File: config.mk
export PLATFORM = sky130hd
export DESIGN_NAME = cfg_chain_loader
export DESIGN_NICKNAME = d
export VERILOG_FILES = /design/src/rtl/cfg_loader_pkg.sv /design/src/rtl/cfg_shift.sv /design/src/rtl/cfg_clk_cnt.sv /design/src/rtl/cfg_chain_loader.sv
export SDC_FILE = /design/constraint.sdc
export NUM_CORES = 1
export LEC_CHECK = 0
export ABC_CLOCK_PERIOD_IN_PS = 7460
export BUFFER_PORTS_ARGS = -buffer_cell sky130_fd_sc_hd__clkbuf_2
export CORE_MARGIN = 4
export CORE_UTILIZATION = 50
export DETAILED_ROUTE_END_ITERATION = 8
export PLACE_DENSITY_LB_ADDON = 0.05
export SYNTH_ARGS = -nofsm -noshare
export SYNTH_HDL_FRONTEND = slang
export SYNTH_SLANG_ARGS = --single-unit
File: constraint.sdc
create_clock -name cclk -period 7.46 [get_ports cclk]
set_clock_uncertainty 0.1 [all_clocks]
set_input_delay 1.492 -clock cclk [delete_from_list [all_inputs] [get_ports cclk]]
set_output_delay 1.492 -clock cclk [all_outputs]
set_load 0.02 [all_outputs]
File: src/rtl/cfg_loader_pkg.sv
package cfg_loader_pkg;
    localparam int LEN_W = 24;
    localparam logic [3:0] START_CODE = 4'b0010;

    typedef enum logic [2:0] {
        S_HUNT,
        S_LEN,
        S_LOAD,
        S_PASS,
        S_ERR,
        S_DONE
    } ld_state_e;
endpackage

File: src/rtl/cfg_shift.sv
module cfg_shift #(
    parameter int   W       = 8,
    parameter logic RST_VAL = 1'b0
) (
    input  logic         clk,
    input  logic         rst_n,
    input  logic         en,
    input  logic         din,
    output logic [W-1:0] q
);
    logic [W-1:0] q_d, q_q;

    generate
        if (W == 1) begin : g_one
            always_comb q_d = en ? din : q_q;
        end else begin : g_many
            always_comb q_d = en ? {q_q[W-2:0], din} : q_q;
        end
    endgenerate

    always_ff @(posedge clk or negedge rst_n) begin
        if (!rst_n) q_q <= {W{RST_VAL}};
        else        q_q <= q_d;
    end

    assign q = q_q;
endmodule

File: src/rtl/cfg_clk_cnt.sv
module cfg_clk_cnt #(
    parameter int W = 24
) (
    input  logic         clk,
    input  logic         rst_n,
    input  logic         inc,
    output logic [W-1:0] q
);
    logic [W-1:0] cnt_d, cnt_q;

    always_comb cnt_d = inc ? cnt_q + W'(1) : cnt_q;

    always_ff @(posedge clk or negedge rst_n) begin
        if (!rst_n) cnt_q <= '0;
        else        cnt_q <= cnt_d;
    end

    assign q = cnt_q;
endmodule

File: src/rtl/cfg_chain_loader.sv
module cfg_chain_loader
    import cfg_loader_pkg::*;
#(
    parameter int FRAME_W = 8,
    parameter int FRAMES  = 4,
    parameter int AW      = (FRAMES > 1) ? $clog2(FRAMES) : 1
) (
    input  logic               cclk,
    input  logic               rst_n,
    input  logic               din,
    output logic               dout,
    output logic               init_n,
    output logic               wr,
    output logic [AW-1:0]      waddr,
    output logic [FRAME_W-1:0] wdata,
    output logic               startup
);
    localparam int FL    = FRAME_W + 3;
    localparam int PMAX  = (FL > LEN_W) ? FL : LEN_W;
    localparam int BW    = $clog2(PMAX + 1);
    localparam int FCW   = $clog2(FRAMES + 1);
    localparam logic [BW-1:0]  P_DATA_LAST = BW'(FRAME_W);
    localparam logic [BW-1:0]  P_CHECK     = BW'(FRAME_W + 1);
    localparam logic [BW-1:0]  P_LEN_LAST  = BW'(LEN_W - 1);
    localparam logic [FCW-1:0] F_LAST      = FCW'(FRAMES - 1);

    typedef struct packed {
        ld_state_e      st;
        logic [BW-1:0]  pos;
        logic [FCW-1:0] fcnt;
        logic           par;
        logic           dout;
        logic           wr;
        logic [AW-1:0]  wa;
        logic           start;
    } regs_t;

    regs_t r_d, r_q;

    logic [2:0]         win_q;
    logic [LEN_W-1:0]   len_q;
    logic [LEN_W-1:0]   cnt_q;
    logic [FRAME_W-1:0] frm_q;
    logic               win_en, len_en, frm_en, cnt_inc;

    assign win_en  = (r_q.st == S_HUNT);
    assign len_en  = (r_q.st == S_LEN);
    assign frm_en  = (r_q.st == S_LOAD) && (r_q.pos != '0) && (r_q.pos <= P_DATA_LAST);
    assign cnt_inc = (r_q.st == S_LEN) || (r_q.st == S_LOAD) || (r_q.st == S_PASS);

    cfg_shift #(.W(3), .RST_VAL(1'b1)) u_win (
        .clk(cclk), .rst_n(rst_n), .en(win_en), .din(din), .q(win_q)
    );

    cfg_shift #(.W(LEN_W), .RST_VAL(1'b0)) u_len (
        .clk(cclk), .rst_n(rst_n), .en(len_en), .din(din), .q(len_q)
    );

    cfg_shift #(.W(FRAME_W), .RST_VAL(1'b0)) u_frm (
        .clk(cclk), .rst_n(rst_n), .en(frm_en), .din(din), .q(frm_q)
    );

    cfg_clk_cnt #(.W(LEN_W)) u_cnt (
        .clk(cclk), .rst_n(rst_n), .inc(cnt_inc), .q(cnt_q)
    );

    always_comb begin
        logic fault;
        r_d    = r_q;
        r_d.wr = 1'b0;
        fault  = 1'b0;
        unique case (r_q.st)
            S_HUNT: begin
                r_d.dout = din;
                if ({win_q, din} == START_CODE) begin
                    r_d.st  = S_LEN;
                    r_d.pos = '0;
                end
            end
            S_LEN: begin
                r_d.dout = din;
                if (r_q.pos == P_LEN_LAST) begin
                    r_d.st  = S_LOAD;
                    r_d.pos = '0;
                end else begin
                    r_d.pos = r_q.pos + BW'(1);
                end
            end
            S_LOAD: begin
                r_d.dout = 1'b1;
                if (r_q.pos == '0) begin
                    if (din) fault = 1'b1;
                    else begin
                        r_d.par = 1'b0;
                        r_d.pos = BW'(1);
                    end
                end else if (r_q.pos <= P_DATA_LAST) begin
                    r_d.par = r_q.par ^ din;
                    r_d.pos = r_q.pos + BW'(1);
                end else if (r_q.pos == P_CHECK) begin
                    if (din != r_q.par) fault = 1'b1;
                    else r_d.pos = r_q.pos + BW'(1);
                end else begin
                    if (!din) fault = 1'b1;
                    else begin
                        r_d.wr   = 1'b1;
                        r_d.wa   = AW'(r_q.fcnt);
                        r_d.fcnt = r_q.fcnt + FCW'(1);
                        r_d.pos  = '0;
                        if (r_q.fcnt == F_LAST) r_d.st = S_PASS;
                    end
                end
            end
            S_PASS: r_d.dout = din;
            default: r_d.dout = 1'b1;
        endcase

        if (fault) begin
            r_d.st   = S_ERR;
            r_d.dout = 1'b1;
        end else if (((r_q.st == S_LOAD) || (r_q.st == S_PASS)) &&
                     (cnt_q + LEN_W'(1) == len_q)) begin
            r_d.st    = S_DONE;
            r_d.start = 1'b1;
            r_d.dout  = 1'b1;
        end
    end

    always_ff @(posedge cclk or negedge rst_n) begin
        if (!rst_n) begin
            r_q       <= '0;
            r_q.st    <= S_HUNT;
            r_q.dout  <= 1'b1;
        end else begin
            r_q <= r_d;
        end
    end

    assign dout    = r_q.dout;
    assign init_n  = (r_q.st != S_ERR);
    assign wr      = r_q.wr;
    assign waddr   = r_q.wa;
    assign wdata   = frm_q;
    assign startup = r_q.start;
endmodule

==> run summary, run 1 <==
The tools report the element type at the critical path start as an input pin. Timing would allow up to 303 MHz. Power spread over the standard cell area amounts to 162 nW/µm². The core region is 8300 µm². In this run, post-CTS hold repair placed 0 buffers. Class of the most critical hold timing path: flop to flop. Leaving out fill and tap cells, the most frequent cell in the layout is sky130_fd_sc_hd__dfrtp_1. The first global-routing pass estimated 14.6 mm of wire. Cells with a size suffix above 1 make up 22.1% of the layout.

The floorplan has 33 rows. The count of buffers added on input and output ports is 16. For the smallest setup slack after layout, the log shows 4160 ps.

The wire length per cell after detailed routing works out to 15.7 µm. The average footprint of a synthesized cell was 10.3 µm²; the total congestion overflow after global routing was 0. At the worst endpoint, the arrival time is 3500 ps.

For the number of inserted diodes, the log shows 0. The sum of net half-perimeters after detailed placement came out at 5.67 mm. Setup repair after global routing left no endpoint under its margin. In this run switching power makes up 22.7% of total power. The number of global-route vias before repair was 2,988; the total number of clock tree sinks was 76. The analysis attributes to net switching a power of 170 µW. The clock passes through at most 2 buffers. Setup violations remaining at the end of the flow were counted as 0. In this run the worst path has a maximum fanout of 15. Number of antenna violations at the first check in global routing: 0. The critical path is of the input pin to flop type.

The cell count after synthesis came out at 417. At the placement stage, the worst setup path has a slack of 3790 ps. The run gives 18.1% as the total global routing track utilization. For this design the top-level I/O count stands at 17.

The power consumption came out at 749 µW. The number of pins exceeding their max-slew limit in the final report is 0, and the total vias in the final route is 3,001. Dividing the detail-routed via count by the number of cells gives 5.65. In the layout the commonest cells are 72 x sky130_fd_sc_hd__dfrtp_1, 40 x sky130_fd_sc_hd__mux2_2, 32 x sky130_fd_sc_hd__nand2_1. VDD sags by at most 109 µV. Of the total power, registers draw 55.1%.

For this run, the number of Yosys warnings is 0. By area the synthesized netlist is led by sky130_fd_sc_hd__dfrtp_1 42%, sky130_fd_sc_hd__mux2_2 10%, sky130_fd_sc_hd__xnor2_1 6.1%, sky130_fd_sc_hd__xor2_1 4.9%, sky130_fd_sc_hd__nand2_1 2.8%. The minimum period implied by the final worst setup slack is 3300 ps. The worst setup path is captured at a flop. The run finished with clean final reports.

The run gives 77 as the pin count of the biggest net entering global routing. Post-synthesis async set-or-reset flop share: 100%. Cell internal power was estimated by the tool at 578 µW. At the end of routability-driven placement, the weighted congestion stood at 0.839.

Yosys mapped a number of flops with a built-in enable equal to 0. For this run, the register share of the synthesized area comes to 44.3%. For the worst setup path, the data required time is 7650 ps. The analysis attributes to cell leakage a power of 2.11 nW.

For the power share of the clock group, the log shows 43.5%. For the fraction of power consumed by combinational cells, the log shows 1.4%. The logs give 36.6% for the worst slew margin relative to its limit and 73 for the DRC marker count from the first detailed-route iteration. CTS placed an instance of sky130_fd_sc_hd__clkbuf_8 at the clock tree root. The share of the synthesized area in the top cell type works out to 41.8%.

The number of different library cells used by synthesis comes to 57. The tool flagged a number of max-cap violations equal to 0. The run gives 350 ps as the clock latency reported for the late side of the worst-skew pair. For the post-detailed-routing wire length, the log shows 8.34 mm. Summing every instance area after synthesis gives 4310 µm².

From bottom edge to top edge, the die measures 101 µm. The depth of the CTS H-tree was 3; the area growth from synthesis to final layout was 7.20%. Clock-pin slew was measured on the worst setup and hold paths at 90 ps. The first detailed-routing pass ran for 6 iterations. The cell accounting for the most synthesized area was sky130_fd_sc_hd__dfrtp_1. The number of hold-slack violations in the final timing report was 0; the number of CTS-inserted buffers was 9. The floorplan step defined a die boundary enclosing 10,200 µm². The net count of the finished layout is 430. Residual DRC count: 0.

The number of fill cells in the layout came out at 741. From left edge to right edge, the die measures 101 µm. The number of nets handed over by synthesis was 426. TritonCTS built the clock tree.

After routing, the total negative slack on setup checks comes to 0 ps. The effective utilization at floorplan was 51.9%; the buffers inserted during post-CTS setup optimization was 0. The share of the clock period used by the worst path is 44.3%. The detail route stage leaves a number of antenna-violating nets equal to 0. For the pin with the worst max-slew slack, the measured transition is 951 ps. In this run, synthesis produced a sequential element count of 76. The minimum hold slack came out at 363 ps. Among all flip-flop cells after synthesis, the most frequent one is sky130_fd_sc_hd__dfrtp_1. Cells fill 55.7% of the core in the end. The run gives 0 as the post-cts gate resize count.
layout make-up:
type,count,area (µm²),area share (%)
tap,105,131,2.84
clock inverter,5,60.1,1.30
clock buffer,11,141,3.06
timing repair buffer,18,97.6,2.11
sequential,76,1910,41.3
multi-input combinational,307,2250,48.7
inverter,9,33.8,0.731
metal layers:
| metal | GRT usage (%) | wire length, µm |
|---|---|---|
| met1 | 25.7 | 4170 |
| met2 | 28.0 | 3850 |
| met3 | 2.70 | 210 |
| met4 | 6.53 | 107 |
| met5 | 0 | 0 |
path summary, 6_finish.rpt:
kind | from | end | slack, ps | cells past startpoint
min in group asynchronous | rst_n | u_len.q[13] | 1170 | 1
hold reg to reg | startup | startup | 360 | 1
setup / recovery | din | r_q[11] | 4160 | 8
hold / removal | startup | startup | 360 | 1
setup reg to reg | u_cnt.q[4] | r_q[14] | 4520 | 8
max in group asynchronous | rst_n | r_q[5] | 5460 | 1
power by group through the flow:
stage | Combinational [mW] | Clock, mW | Sequential [mW]
2_1_floorplan | 0.00141 | 0 | 0.421
3_3_place_gp | 0.0115 | 0 | 0.420
3_5_place_dp | 0.0117 | 0 | 0.420
4_1_cts | 0.0117 | 0.338 | 0.412
5_1_grt | 0.0129 | 0.354 | 0.412
6_report | 0.0108 | 0.326 | 0.412
synthesized netlist by cell type, types with 3 or more instances:
master and count:
sky130_fd_sc_hd__a21oi_1 16, sky130_fd_sc_hd__inv_1 9, sky130_fd_sc_hd__xnor2_1 30, sky130_fd_sc_hd__nor2b_1 5, sky130_fd_sc_hd__a211oi_1 3, sky130_fd_sc_hd__nor3_2 3
sky130_fd_sc_hd__buf_4 7, sky130_fd_sc_hd__nand2b_1 6, sky130_fd_sc_hd__and3_1 3, sky130_fd_sc_hd__dfrtp_1 72, sky130_fd_sc_hd__nand3_1 16, sky130_fd_sc_hd__o21ai_0 10
sky130_fd_sc_hd__nor3_1 12, sky130_fd_sc_hd__clkbuf_1 13, sky130_fd_sc_hd__xor2_1 24, sky130_fd_sc_hd__mux2i_1 3, sky130_fd_sc_hd__and4_1 4, sky130_fd_sc_hd__mux2_2 40
sky130_fd_sc_hd__nor2_1 30, sky130_fd_sc_hd__nand4_1 14, sky130_fd_sc_hd__buf_2 5, sky130_fd_sc_hd__nor4_1 4, sky130_fd_sc_hd__ha_1 6, sky130_fd_sc_hd__a31oi_1 3
sky130_fd_sc_hd__nand2_1 32, sky130_fd_sc_hd__dfstp_2 4
critical path, cell delays in order:
cell and delay [ps]:
sky130_fd_sc_hd__clkbuf_2 250, sky130_fd_sc_hd__mux2i_1 230, sky130_fd_sc_hd__o22ai_1 100, sky130_fd_sc_hd__a221o_1 410
sky130_fd_sc_hd__a22oi_2 250, sky130_fd_sc_hd__nand2_1 190, sky130_fd_sc_hd__or4b_1 510, sky130_fd_sc_hd__nand2_1 70
metrics by stage:
stage                     cell area (µm²)  instances
final                                4620        531
after CTS                            4620        531
after global placement               4420        515
after global routing                 4620        531
after floorplan                      4310        417
after detailed placement             4420        515
sequential cells by signal, indices dropped and copies added (netlist names):
register,cells
u_win.q,3
u_cnt.q,24
u_len.q,24
r_q,12
dout,1
wr,1
waddr,2
startup,1
u_frm.q,8
logic make-up after synthesis:
logic type      after synthesis  synth area share, %
compound gates               53                 8.28
fa+ha+maj                     6                 1.74
xor+xnor                     54                 11.0
buf+inv                      34                 3.72
flops                        76                 44.3
simple gates                151                 19.9
mux                          43                 11.1
Power figures use the tool's default switching activity.
==> inputs of run 2 (changes only) <==
--- a/config.mk
+++ b/config.mk
@@ -5,7 +5,7 @@
 export SDC_FILE = /design/constraint.sdc
 export NUM_CORES = 1
 export LEC_CHECK = 0
-export ABC_CLOCK_PERIOD_IN_PS = 7460
+export ABC_CLOCK_PERIOD_IN_PS = 3000
 export BUFFER_PORTS_ARGS = -buffer_cell sky130_fd_sc_hd__clkbuf_2
 export CORE_MARGIN = 4
 export CORE_UTILIZATION = 50
==> constraint.sdc (replaced) <==
create_clock -name cclk -period 3 [get_ports cclk]
set_clock_uncertainty 0.1 [all_clocks]
set_input_delay 0.6 -clock cclk [delete_from_list [all_inputs] [get_ports cclk]]
set_output_delay 0.6 -clock cclk [all_outputs]
set_load 0.02 [all_outputs]
==> run 2 against run 1 <==
Net effect:
- worst setup slack got worse by 3900 ps
- power rose to 2.6 times the previous value
- critical path depth up 1
- via count down 1.5%
- sequential share of layout area shrank 0.53 points
- largest power group unchanged
==> run summary, run 2 (synthesis results as in run 1) <==
The flow ran to the end, and the final reports show no timing, DRC or antenna violations. The worst IR drop on VDD is 203 µV (+87%). The data arrival time of the critical path is 2950 ps (-550 ps), and the total leakage power is 2.14 nW (+1.7%).

STA classifies the critical path endpoint as a flop. The number of ports placed on the die boundary is 17 (unchanged), and the count of standard-cell rows is 33 (unchanged). For the combined flip-flop and latch cell area, the log shows 1910 µm² (unchanged). Leaving out fill and tap cells, the most frequent cells in the layout are 72 x sky130_fd_sc_hd__dfrtp_1, 40 x sky130_fd_sc_hd__mux2_2, 32 x sky130_fd_sc_hd__nand2_1. The run gives 0 (unchanged) as the number of antenna violations at the first check in global routing. The power per cell area works out to 415 nW/µm² (+160%).

For the total number of nets in the final design, the log shows 435 (+1.2%). The logs give 3,029 (+1.4%) for the number of global-route vias before repair and 9 (unchanged) for the number of CTS-inserted buffers. The logs give 0 (unchanged) for the post-cts gate resize count and 10,200 µm² (unchanged) for the die area. Width of the die: 101 µm (unchanged). Die outline height: 101 µm (unchanged). The maximum fanout encountered on the critical timing path was 7 (-8); the power consumption was 1.94 mW (+160%). The tools report the depth of the CTS H-tree as 3 (unchanged). The commonest non-fill, non-tap cell in the layout was sky130_fd_sc_hd__dfrtp_1. The tools report the number of inserted diodes as 0 (unchanged). The sum of net half-perimeters after detailed placement came out at 5.94 mm (+4.7%).

Post-detailed-routing wire length: 8.29 mm (-0.59%). For the number of pins exceeding their max-slew limit in the final report, the log shows 0 (unchanged). The buffer type at the clock tree root is sky130_fd_sc_hd__clkbuf_8. The residual DRC count was 0 (unchanged). The fraction of final layout cells sized beyond drive strength 1 came out at 23.0% (+0.96 points). The pin count of the biggest net entering global routing is 39 (-49%). The clock latency reported for the late side of the worst-skew pair is 350 ps (about the same), and the minimum period implied by the final worst setup slack is 2780 ps. The DRC marker count from the first detailed-route iteration was 138 (+89%); the measured slew at the worst slew-check pin was 617 ps (-334 ps). The logs give 14.6 mm (+0.14%) for the wire length of the first global-routing pass and 0 (unchanged) for the number of hold-slack violations in the final timing report. The class of the most critical hold timing path is input pin to async pin.

The critical path goes through ha_1 > nand3_4 > nor4_1 > mux2i_1 > nor2_1 > nor4_1 > and4_4 > o21ai_1 > o21ai_1. The worst stage delay on the critical path was 530 ps (+20 ps); the total global routing track utilization was 18.0% (-0.022 points). The share of the clock period used by the worst path is 92.7%.

The clock-pin slew on the worst setup and hold paths was 80 ps (about the same). The number of routed nets with antenna violations was 0 (unchanged); the first-pass detailed-route iteration total was 4 (-2). The wire length per cell after detailed routing was 15.5 µm (-1.3%); the total congestion overflow after global routing was 0 (unchanged). The run gives 0 (unchanged) as the total of endpoints with negative setup slack in the final report.

TritonCTS built the clock tree. The number of fill cells in the layout is 733 (-1.1%), and the quantity of I/O buffers inserted on ports is 16 (unchanged). Effective utilization at floorplan: 51.9% (unchanged).

Area growth from synthesis to final layout: 8.59%. For the core area, the log shows 8300 µm² (unchanged). The tools report the footprint of the multi-input gates as 2250 µm² (unchanged).

The total vias in the final route is 2,957 (-1.5%). The cell with the largest stage delay on the worst path was sky130_fd_sc_hd__nor4_1. The maximum buffer depth of the clock tree was 2 (unchanged).

The number of hold buffers added after CTS is 0 (unchanged), and the smallest setup slack after layout is 218 ps (-3940 ps). The required time of the critical path is 3170 ps (-4480 ps), and the average vias per placed instance is 5.53 (-2.2%). The worst slew margin relative to its limit was 58.6% (+22 points); the maximum operating frequency was 360 MHz. The worst setup path is of the flop to flop kind.

Setup slack at placement: 226 ps (-3560 ps). Total number of clock tree sinks: 76 (unchanged). Setup repair after global routing left no endpoint under its margin.

The logs give 0 ps (unchanged) for the accumulated negative setup slack and 0 (unchanged) for the buffers inserted during post-CTS setup optimization. The worst setup path is launched from a flop. The run gives 0.877 (+4.5%) as the final weighted congestion of routability-driven global placement. The max-capacitance violation count was 0 (unchanged).
## run 2: final timing paths
| kind | startpoint | end | slack, ps | depth (start not counted) |
|---|---|---|---|---|
| min reg2reg | startup | startup | 380 | 1 |
| max | u_cnt.q[0] | r_q[14] | 220 | 9 |
| min | rst_n | u_cnt.q[11] | 100 | 1 |
| max reg2reg | u_cnt.q[0] | r_q[14] | 220 | 9 |
| min in group cclk | startup | startup | 380 | 1 |
| max in group asynchronous | rst_n | dout | 1980 | 2 |
## run 2: critical path: cells and delay by family (launching register included)
kind            cells  cell delay [ps]
flops               1              500
fa+ha+maj           1              340
compound gates      2              150
mux                 1              240
simple gates        5             1380
## run 2: power by group
| group | internal, mW | switching, mW | total, mW |
|---|---|---|---|
| Combinational | 0.00497 | 0.0238 | 0.0288 |
| Sequential | 1.02 | 0.000582 | 1.02 |
| Clock | 0.508 | 0.379 | 0.887 |
| Total | 1.54 | 0.403 | 1.94 |
## run 2: layer usage
metal | wire length (µm) | part of all wire (%) | GRT usage [%] | vias up
li1 | - | - | - | 1488
met1 | 4040 | 49 | 24.7 | 1424
met2 | 3900 | 47 | 28.9 | 34
met3 | 238 | 2.9 | 3.53 | 11
met4 | 107 | 1.3 | 5.60 | 0
met5 | 0 | 0 | 0 | -
## run 2: layout make-up
type / instances / share of cell area, %
clock buffer: 11 / 3.24
inverter: 9 / 0.722
multi-input combinational: 307 / 48.0
timing repair buffer: 23 / 2.89
clock inverter: 4 / 1.55
sequential: 76 / 40.7
tap: 105 / 2.81
## run 2: stage by stage
step | cell area (µm²) | hold slack (ps) | util, % | std cells
2_1_floorplan | 4310 | 204 | - | 417
3_3_place_gp | 4460 | 353 | 53.7 | 520
3_5_place_dp | 4460 | 360 | 53.7 | 520
4_1_cts | 4680 | 114 | 56.4 | 535
5_1_grt | 4680 | 132 | 56.4 | 535
6_report | 4680 | 102 | 56.4 | 535
